$ cat config.mk
export PLATFORM = sky130hd
export DESIGN_NAME = ptou_unit
export DESIGN_NICKNAME = d
export VERILOG_FILES = /design/src/rtl/ptou_pkg.sv /design/src/rtl/ptou_sched.sv /design/src/rtl/ptou_status.sv /design/src/rtl/ptou_pins.sv /design/src/rtl/ptou_unit.sv
export SDC_FILE = /design/constraint.sdc
export NUM_CORES = 1
export LEC_CHECK = 0
export BUFFER_PORTS_ARGS = -buffer_cell sky130_fd_sc_hd__buf_2
export CORE_MARGIN = 1.5
export CORE_UTILIZATION = 50
export DETAILED_ROUTE_END_ITERATION = 12
export MAX_ROUTING_LAYER = met4
export PLACE_DENSITY = 0.8
export SETUP_SLACK_MARGIN = 0.02
export SYNTH_ARGS = -nofsm -noshare
export SYNTH_HDL_FRONTEND = slang
export SYNTH_SLANG_ARGS = --single-unit
$ cat constraint.sdc
create_clock -name clk -period 4.9 [get_ports clk]
set_clock_uncertainty 0.05 [all_clocks]
set_input_delay 0.245 -clock clk [delete_from_list [all_inputs] [get_ports clk]]
set_output_delay 0.245 -clock clk [all_outputs]
set_load 0.02 [all_outputs]
$ cat src/rtl/ptou_pkg.sv
package ptou_pkg;
   localparam int NS_W = 30;
   localparam logic [NS_W-1:0] NS_PER_SEC = 30'd1000000000;

   typedef struct packed {
      logic [31:0]     sec;
      logic [NS_W-1:0] ns;
   } ptime_t;

   // add a sub-second interval with carry into seconds
   function automatic ptime_t ptime_add(ptime_t t, logic [NS_W-1:0] d);
      ptime_t r;
      logic [NS_W:0] s;
      s = {1'b0, t.ns} + {1'b0, d};
      if (s >= {1'b0, NS_PER_SEC}) begin
         r.sec = t.sec + 32'd1;
         r.ns  = NS_W'(s - {1'b0, NS_PER_SEC});
      end else begin
         r.sec = t.sec;
         r.ns  = NS_W'(s);
      end
      return r;
   endfunction

   function automatic logic ptime_ge(ptime_t a, ptime_t b);
      return (a.sec > b.sec) || ((a.sec == b.sec) && (a.ns >= b.ns));
   endfunction
endpackage

$ cat src/rtl/ptou_sched.sv
module ptou_sched
   import ptou_pkg::*;
#(
   parameter int NUM_OUT = 3,
   parameter int CYC_W   = 30,
   parameter int CNT_W   = 16,
   parameter int PW_W    = 24,
   parameter int SEL_W   = 2
)(
   input  logic             clk,
   input  logic             rst_n,
   input  ptime_t           now,
   input  ptime_t           cfg_start,
   input  logic [CYC_W-1:0] cfg_cycle_ns,
   input  logic [CNT_W-1:0] cfg_count,
   input  logic [PW_W-1:0]  cfg_pulse_units,
   input  logic             cfg_pattern,
   input  logic [SEL_W-1:0] cfg_pin,
   input  logic             cfg_notify,
   input  logic             ctl_stop,
   input  logic             ctl_arm,
   output logic             active,
   output logic             notify_q,
   output logic             pin_wr,
   output logic [SEL_W-1:0] pin_idx,
   output logic             pin_val,
   output logic             finish,
   output logic             arm_fail
);
   localparam int PNS_W = PW_W + 3;

   logic             active_q, in_pulse_q, pattern_q;
   ptime_t           next_edge_q, pulse_end_q;
   logic [CYC_W-1:0] cycle_q;
   logic [CNT_W-1:0] count_q, done_cnt_q;
   logic [PW_W-1:0]  pw_q;
   logic [SEL_W-1:0] sel_q;

   logic cfg_ok, start_ok, arm_ok, edge_hit, end_hit, last_cycle;
   logic [NS_W-1:0] cycle_ns_ext, pulse_ns_ext;

   assign cycle_ns_ext = NS_W'(cycle_q);
   assign pulse_ns_ext = NS_W'({pw_q, 3'b000});

   assign cfg_ok   = (cfg_cycle_ns != '0)
                   && (32'(cfg_cycle_ns) < 32'(NS_PER_SEC))
                   && (32'(cfg_pin) < 32'(NUM_OUT))
                   && (cfg_start.ns < NS_PER_SEC);
   assign start_ok = ptime_ge(cfg_start, now);
   assign arm_ok   = cfg_ok && start_ok;

   assign edge_hit   = active_q && ptime_ge(now, next_edge_q);
   assign end_hit    = active_q && in_pulse_q && ptime_ge(now, pulse_end_q);
   assign last_cycle = (count_q != '0) && (done_cnt_q == count_q);

   always_comb begin
      pin_wr   = 1'b0;
      pin_val  = 1'b0;
      pin_idx  = sel_q;
      finish   = 1'b0;
      arm_fail = 1'b0;
      if (ctl_stop) begin
         pin_wr = 1'b0;
      end else if (ctl_arm) begin
         pin_idx = cfg_pin;
         if (arm_ok) begin
            pin_wr  = 1'b1;
            pin_val = cfg_pattern;        // idle level
         end else begin
            arm_fail = 1'b1;
         end
      end else if (edge_hit) begin
         pin_wr  = 1'b1;
         pin_val = last_cycle ? pattern_q : ~pattern_q;
         finish  = last_cycle;
      end else if (end_hit) begin
         pin_wr  = 1'b1;
         pin_val = pattern_q;
      end
   end

   always_ff @(posedge clk or negedge rst_n) begin
      if (!rst_n) begin
         active_q    <= 1'b0;
         in_pulse_q  <= 1'b0;
         pattern_q   <= 1'b0;
         notify_q    <= 1'b0;
         next_edge_q <= '0;
         pulse_end_q <= '0;
         cycle_q     <= '0;
         count_q     <= '0;
         done_cnt_q  <= '0;
         pw_q        <= '0;
         sel_q       <= '0;
      end else if (ctl_stop) begin
         active_q   <= 1'b0;
         in_pulse_q <= 1'b0;
      end else if (ctl_arm) begin
         active_q    <= arm_ok;
         in_pulse_q  <= 1'b0;
         if (arm_ok) begin
            pattern_q   <= cfg_pattern;
            notify_q    <= cfg_notify;
            next_edge_q <= cfg_start;
            cycle_q     <= cfg_cycle_ns;
            count_q     <= cfg_count;
            done_cnt_q  <= '0;
            pw_q        <= cfg_pulse_units;
            sel_q       <= cfg_pin;
         end
      end else if (edge_hit) begin
         if (last_cycle) begin
            active_q   <= 1'b0;
            in_pulse_q <= 1'b0;
         end else begin
            in_pulse_q  <= 1'b1;
            pulse_end_q <= ptime_add(next_edge_q, pulse_ns_ext);
            next_edge_q <= ptime_add(next_edge_q, cycle_ns_ext);
            done_cnt_q  <= done_cnt_q + 1'b1;
         end
      end else if (end_hit) begin
         in_pulse_q <= 1'b0;
      end
   end

   assign active = active_q;

   AST_PAST_START_REJECTED: assert property (@(posedge clk) disable iff (!rst_n)
      (ctl_arm && !ctl_stop && !start_ok) |=> !active_q);
   AST_STOP_HALTS: assert property (@(posedge clk) disable iff (!rst_n)
      ctl_stop |=> !active_q);
   AST_FINISH_IDLES: assert property (@(posedge clk) disable iff (!rst_n)
      finish |=> (!active_q && !in_pulse_q));
   AST_EDGE_ADVANCES: assert property (@(posedge clk) disable iff (!rst_n)
      (edge_hit && !ctl_stop && !ctl_arm && !last_cycle) |=> in_pulse_q && ptime_ge(next_edge_q, $past(now)));
endmodule

$ cat src/rtl/ptou_status.sv
module ptou_status (
   input  logic clk,
   input  logic rst_n,
   input  logic finish,
   input  logic notify,
   input  logic arm_fail,
   input  logic ctl_stop,
   input  logic clr_done,
   input  logic clr_irq,
   output logic done,
   output logic irq,
   output logic error
);
   always_ff @(posedge clk or negedge rst_n) begin
      if (!rst_n) begin
         done  <= 1'b0;
         irq   <= 1'b0;
         error <= 1'b0;
      end else begin
         if (finish)        done <= 1'b1;
         else if (clr_done) done <= 1'b0;
         if (finish && notify) irq <= 1'b1;
         else if (clr_irq)     irq <= 1'b0;
         if (ctl_stop)      error <= 1'b0;
         else if (arm_fail) error <= 1'b1;
      end
   end

   AST_SET_BEATS_CLEAR: assert property (@(posedge clk) disable iff (!rst_n)
      finish |=> done);
   AST_IRQ_NEEDS_NOTIFY: assert property (@(posedge clk) disable iff (!rst_n)
      $rose(irq) |-> $past(finish && notify));
   AST_ERROR_FROM_ARM: assert property (@(posedge clk) disable iff (!rst_n)
      $rose(error) |-> $past(arm_fail));
endmodule

$ cat src/rtl/ptou_pins.sv
module ptou_pins #(
   parameter int NUM_OUT = 3,
   parameter int SEL_W   = 2
)(
   input  logic               clk,
   input  logic               rst_n,
   input  logic               wr,
   input  logic [SEL_W-1:0]   idx,
   input  logic               val,
   output logic [NUM_OUT-1:0] pins
);
   for (genvar i = 0; i < NUM_OUT; i++) begin : g_pin
      always_ff @(posedge clk or negedge rst_n) begin
         if (!rst_n)                           pins[i] <= 1'b0;
         else if (wr && (idx == SEL_W'(i)))    pins[i] <= val;
      end
   end

   AST_PINS_HOLD: assert property (@(posedge clk) disable iff (!rst_n)
      !wr |=> $stable(pins));
endmodule

$ cat src/rtl/ptou_unit.sv
module ptou_unit
   import ptou_pkg::*;
#(
   parameter int NUM_OUT = 3,
   parameter int CYC_W   = 30,
   parameter int CNT_W   = 16,
   parameter int PW_W    = 24,
   parameter int SEL_W   = (NUM_OUT > 1) ? $clog2(NUM_OUT) : 1
)(
   input  logic               clk,
   input  logic               rst_n,
   input  logic [31:0]        now_sec,
   input  logic [29:0]        now_ns,
   input  logic [31:0]        cfg_start_sec,
   input  logic [29:0]        cfg_start_ns,
   input  logic [CYC_W-1:0]   cfg_cycle_ns,
   input  logic [CNT_W-1:0]   cfg_count,
   input  logic [PW_W-1:0]    cfg_pulse_units,
   input  logic               cfg_pattern,
   input  logic [SEL_W-1:0]   cfg_pin,
   input  logic               cfg_notify,
   input  logic               ctl_stop,
   input  logic               ctl_arm,
   input  logic               clr_done,
   input  logic               clr_irq,
   output logic [NUM_OUT-1:0] trig_out,
   output logic               sts_active,
   output logic               sts_done,
   output logic               sts_error,
   output logic               sts_irq
);
   if (NUM_OUT < 1)          begin : g_bad_out  $error("NUM_OUT must be positive"); end
   if (CYC_W > NS_W)         begin : g_bad_cyc  $error("CYC_W too wide for ns field"); end
   if (PW_W + 3 > NS_W)      begin : g_bad_pw   $error("PW_W too wide for ns field"); end
   if (CNT_W < 1)            begin : g_bad_cnt  $error("CNT_W must be positive"); end
   if ((1 << SEL_W) < NUM_OUT) begin : g_bad_sel $error("SEL_W too narrow"); end

   ptime_t now_t, start_t;
   logic notify_q, pin_wr, pin_val, finish, arm_fail;
   logic [SEL_W-1:0] pin_idx;

   assign now_t   = '{sec: now_sec, ns: now_ns};
   assign start_t = '{sec: cfg_start_sec, ns: cfg_start_ns};

   ptou_sched #(.NUM_OUT(NUM_OUT), .CYC_W(CYC_W), .CNT_W(CNT_W),
                .PW_W(PW_W), .SEL_W(SEL_W)) u_sched (
      .clk(clk), .rst_n(rst_n), .now(now_t), .cfg_start(start_t),
      .cfg_cycle_ns(cfg_cycle_ns), .cfg_count(cfg_count),
      .cfg_pulse_units(cfg_pulse_units), .cfg_pattern(cfg_pattern),
      .cfg_pin(cfg_pin), .cfg_notify(cfg_notify),
      .ctl_stop(ctl_stop), .ctl_arm(ctl_arm),
      .active(sts_active), .notify_q(notify_q), .pin_wr(pin_wr),
      .pin_idx(pin_idx), .pin_val(pin_val), .finish(finish), .arm_fail(arm_fail));

   ptou_status u_status (
      .clk(clk), .rst_n(rst_n), .finish(finish), .notify(notify_q),
      .arm_fail(arm_fail), .ctl_stop(ctl_stop), .clr_done(clr_done),
      .clr_irq(clr_irq), .done(sts_done), .irq(sts_irq), .error(sts_error));

   ptou_pins #(.NUM_OUT(NUM_OUT), .SEL_W(SEL_W)) u_pins (
      .clk(clk), .rst_n(rst_n), .wr(pin_wr), .idx(pin_idx), .val(pin_val),
      .pins(trig_out));

   AST_STOP_HOLDS_PINS: assert property (@(posedge clk) disable iff (!rst_n)
      ctl_stop |=> $stable(trig_out));
   AST_FAIL_NOT_ACTIVE: assert property (@(posedge clk) disable iff (!rst_n)
      $rose(sts_error) |-> !sts_active);
endmodule

==> metrics.md <==
| Metric | Value |
|---|---|
| Placed instance count | `approximately 3100` |
| Number of max-cap violations | `0` |
| RSZ-0062 raised after global routing | `no` |
| Vias per cell | `approximately 6` |
| Horiz. Die Dim | `201 um` |
| WHS | `0.0306 ns` |
| Crit-path max FO | `14` |
| CP Cell Sequence | `ha_1 > fa_1 > a21o_1 > a221oi_4 > o41ai_2 > xnor2_1 > ha_1 > inv_1 > a221oi_2 > o311ai_1 > a31oi_2 > a21oi_2 > nand2_1 > buf_12 > o21ai_0 > o2bb2ai_1` |
| YS warnings | `0` |
| CTS Sinks | `between 200 and 250` |
| Initial cell density of the core | `0.506` |
| Final worst path period need | `4.61 ns` |
| # setup viols final | `0` |
| CTS Buf Count | `29` |
| Critical Path RT | `5.33 ns` |
| Share of cells above drive strength 1 | `0.132` |
| Die Ht | `201 um` |
| Critical Path Sink | `u_sched.next_edge_q[37]` |
| Synthesis-stage register bit count | `222` |
| GR Util All Layers | `0.322` |
| Core ar. | `0.0386 mm2` |
| Worst hold-check path type | `in -> reg` |
| Setup TNS | `0 ns` |
| Synthesized area | `0.0196 mm2` |
| Cells after Synth | `2408` |
| Clock Latency Late Sink | `~0.57 ns` |
| Post-Route WL | `64.4 mm` |
| Worst path arrival time | `5.05 ns` |
| Largest area contributor in the netlist | `dfrtp_1` |
| PwrDens | `about 590 mW/mm2` |
| Number of synthesized flops with an enable pin | `0` |
| Synth top area share | `0.284` |
| WL per Instance | `a little under 20 um` |
| # IOs | `211` |
| WS Path Type | `reg -> reg` |
| Synth-to-layout area growth | `21.7%` |
| Post-synthesis sequential area ratio | `0.284` |
| Synth Area in Compound Gates | `0.237` |
| R2R Path Start | `u_sched.next_edge_q[0]` |
| Initial DRC Count | `1616` |
| Largest net degree at the start of global routing | `139` |
| Synth Area in XOR/XNOR | `0.0582` |
| Reg clk slew, reported paths | `around 0.07 ns` |
| Antenna violations before repair | `6` |
| Pleak | `approximately 11 nW` |
| Synth unique cells | `91` |
| Largest cells by area after synthesis | `dfrtp_1 28%, ha_1 16%, nand2_1 7.1%, inv_1 4.3%, xnor2_1 4.1%` |
| Max Fclk | `217 MHz` |
| Ys flop type | `dfrtp_1` |
| Post-synthesis adder-cell area fraction | `0.158` |
| Setup crit start | `u_sched.next_edge_q[0]` |
| H-tree levels | `1` |
| Final Util | `0.616` |
| Least-Margin Pin Slew | `0.839 ns` |
| Syn Nets | `2858` |
| Worst path max stage delay | `0.44 ns` |
| Largest family of logic cells by synthesized area | `compound AO/OA/AOI/OAI gates` |
| # fillers | `3283` |
| Longest Clk Path Bufs | `3` |
| Remaining global-route overflow | `0` |
| # rows | `72` |
| Placer congestion estimate | `~0.98` |
| Synth Area in Simple Gates | `0.187` |
| Final hold vios | `0` |
| Die area | `0.0403 mm2` |
| PortBufs | `210` |
| Final worst path period share | `0.941` |
| Slowest cell on the critical path | `dfrtp_1` |
| CTS tree | `yes` |
| Hpwl dp | `48.0 mm` |
| R2R depth | `16` |
| Status | `finished clean` |
| Most frequent CP cell | `ha_1` |
| Reg-to-reg slack, setup | `around 0.29 ns` |
| Max Slew Vio Count | `0` |
| Root buf cell | `clkbuf_16` |
| Detail Route Antenna Nets | `0` |
| Worst setup EP type | `flop` |
| Routed via count | `19957` |
| Vias in the first global route | `19680` |
| Mapped Avg Cell Area | `between 8 and 9 um2` |
| Capture point of the worst reg-to-reg path | `u_sched.next_edge_q[37]` |
| Pre-Repair DR Iteration Count | `5` |
| Post-synthesis mux area share | `0.0102` |
| Tot Pwr | `14.0 mW` |
| Max_slew headroom | `0.441` |
| Non-Filler Instances | `approximately 3300` |
| Fin nets | `3183` |
| Worst vdd ir | `0.415 mV` |
| Synth async-reset ratio | `1.00` |
| DRC | `0` |
| Worst Setup Start Kind | `flop` |
| First-pass GRT wire length | `about 100 mm` |
| Setup bufs post-CTS | `0` |
-- area by class of cell --
cell class	count	area, um2	share of cell area
sequential	222	5560	0.233
inverter	227	852	0.0358
clock buffer	35	798	0.0335
tap	518	648	0.0272
antenna	6	15.0	0.000631
clock inverter	18	310	0.0130
multi-input combinational	1864	12800	0.538
timing repair buffer	389	2820	0.119
-- sequential cells by signal, summed over array words and instances (netlist names), 2 cells and up --
signal	count
u_sched.next_edge_q	62
u_sched.pulse_end_q	62
u_sched.cycle_ns_ext	30
u_sched.pw_q	24
u_sched.count_q	16
u_sched.done_cnt_q	16
u_pins.pins	3
u_sched.sel_q	2
-- cells in the final DEF, fill, tap and decap left out, types with 25 or more instances in the layout --
cell and n:
clkbuf_16 29, a32oi_1 29, a21o_1 70, nand3_1 56
o211ai_1 54, nor3_1 37, nor2_1 99, buf_2 209
xnor2_1 92, nand4_1 52, and3_1 43, dfrtp_1 222
a21oi_1 139, nor4_1 25, xor2_1 38, nand2_1 371
o21ai_0 125, ha_1 244, a211oi_1 26, dlygate4sd3_1 132
buf_4 40, inv_1 226, o21ai_1 42
-- how the worst min path moves through the flow --
stage	startpoint	end	slack, ns	depth (start not counted)
after floorplan	rst_n	u_pins.pins[0]	-0.10	0
after global placement	rst_n	u_sched.pw_q[8]	0.24	1
after detailed placement	rst_n	u_sched.pw_q[8]	0.25	1
after CTS	cfg_start_ns[10]	u_sched.next_edge_q[10]	0.009	3
after global routing	cfg_start_sec[28]	u_sched.next_edge_q[58]	0.03	3
final	cfg_start_ns[15]	u_sched.next_edge_q[15]	0.03	3
-- cells in the mapped netlist, drive strengths merged, types with 10 or more instances --
master and n:
a211oi 29, xor2 38, or3 14, a32oi 29
o2111ai 10, nand4 52, o211ai 54, o22ai 16
o21ai 168, nor2 101, o21a 22, nor4 27
buf 19, o221ai 13, nand2 371, nor2b 19
nor3 41, mux2i 12, and2 11, nand3 57
a31oi 18, a21o 71, a211o 11, xnor2 92
ha 244, inv 227, and3 44, clkbuf 77
dfrtp 222, a21oi 141, nand2b 12, o2bb2ai 18
-- report_power, final --
| group | total (mW) | internal (mW) | switching [mW] | leakage (nW) |
|---|---|---|---|---|
| clock | 2.47 | 1.58 | 0.893 | 0.540 |
| combinational | 8.51 | 3.37 | 5.14 | 7.94 |
| sequential | 2.99 | 2.41 | 0.575 | 2.86 |
| total | 14.0 | 7.36 | 6.61 | 11.3 |
-- stage by stage --
stage / cell area (um2) / worst slack, ns
final: 23800 / 0.289
after global routing: 23800 / 0.0535
after CTS: 23800 / 0.0117
after global placement: 21300 / 0.298
after floorplan: 19600 / 0.839
after detailed placement: 21300 / 0.0498
-- what timing repair did --
item,in CTS,in global routing
hold buffers,132,0
gates cloned,0,1
gates resized for setup,0,6
setup endpoints to repair,1,37
pin swaps,0,1
endpoints found under the hold margin,217,0
-- critical path: cells and delay by family (launching register included) --
| family | cells | cell delay [ns] |
|---|---|---|
| fa+ha+maj | 3 | 0.92 |
| xor+xnor | 1 | 0.20 |
| compound gates | 9 | 2.16 |
| buf+inv | 2 | 0.38 |
| flops | 1 | 0.44 |
| simple gates | 1 | 0.34 |
-- cells by family (layout without fill, tap and decap cells) --
| kind of cell | count (synthesis) | in the layout |
|---|---|---|
| AOI/OAI and AO/OA | 689 | 689 |
| xor gates and xnor gates | 130 | 130 |
| adders and majority gates | 246 | 246 |
| buffers and inverters | 323 | 669 |
| DFF | 222 | 222 |
| muxes | 19 | 19 |
| other | 0 | 6 |
| and+or+nand+nor | 779 | 780 |
-- per-layer routing --
metal	wire (um)	GRT usage	share of wire
met1	27300	0.411	0.42
met5	0	-	0
met3	4560	0.0383	0.071
met2	29600	0.519	0.46
met4	2930	0.136	0.046
(Power assumes the default switching activity.)
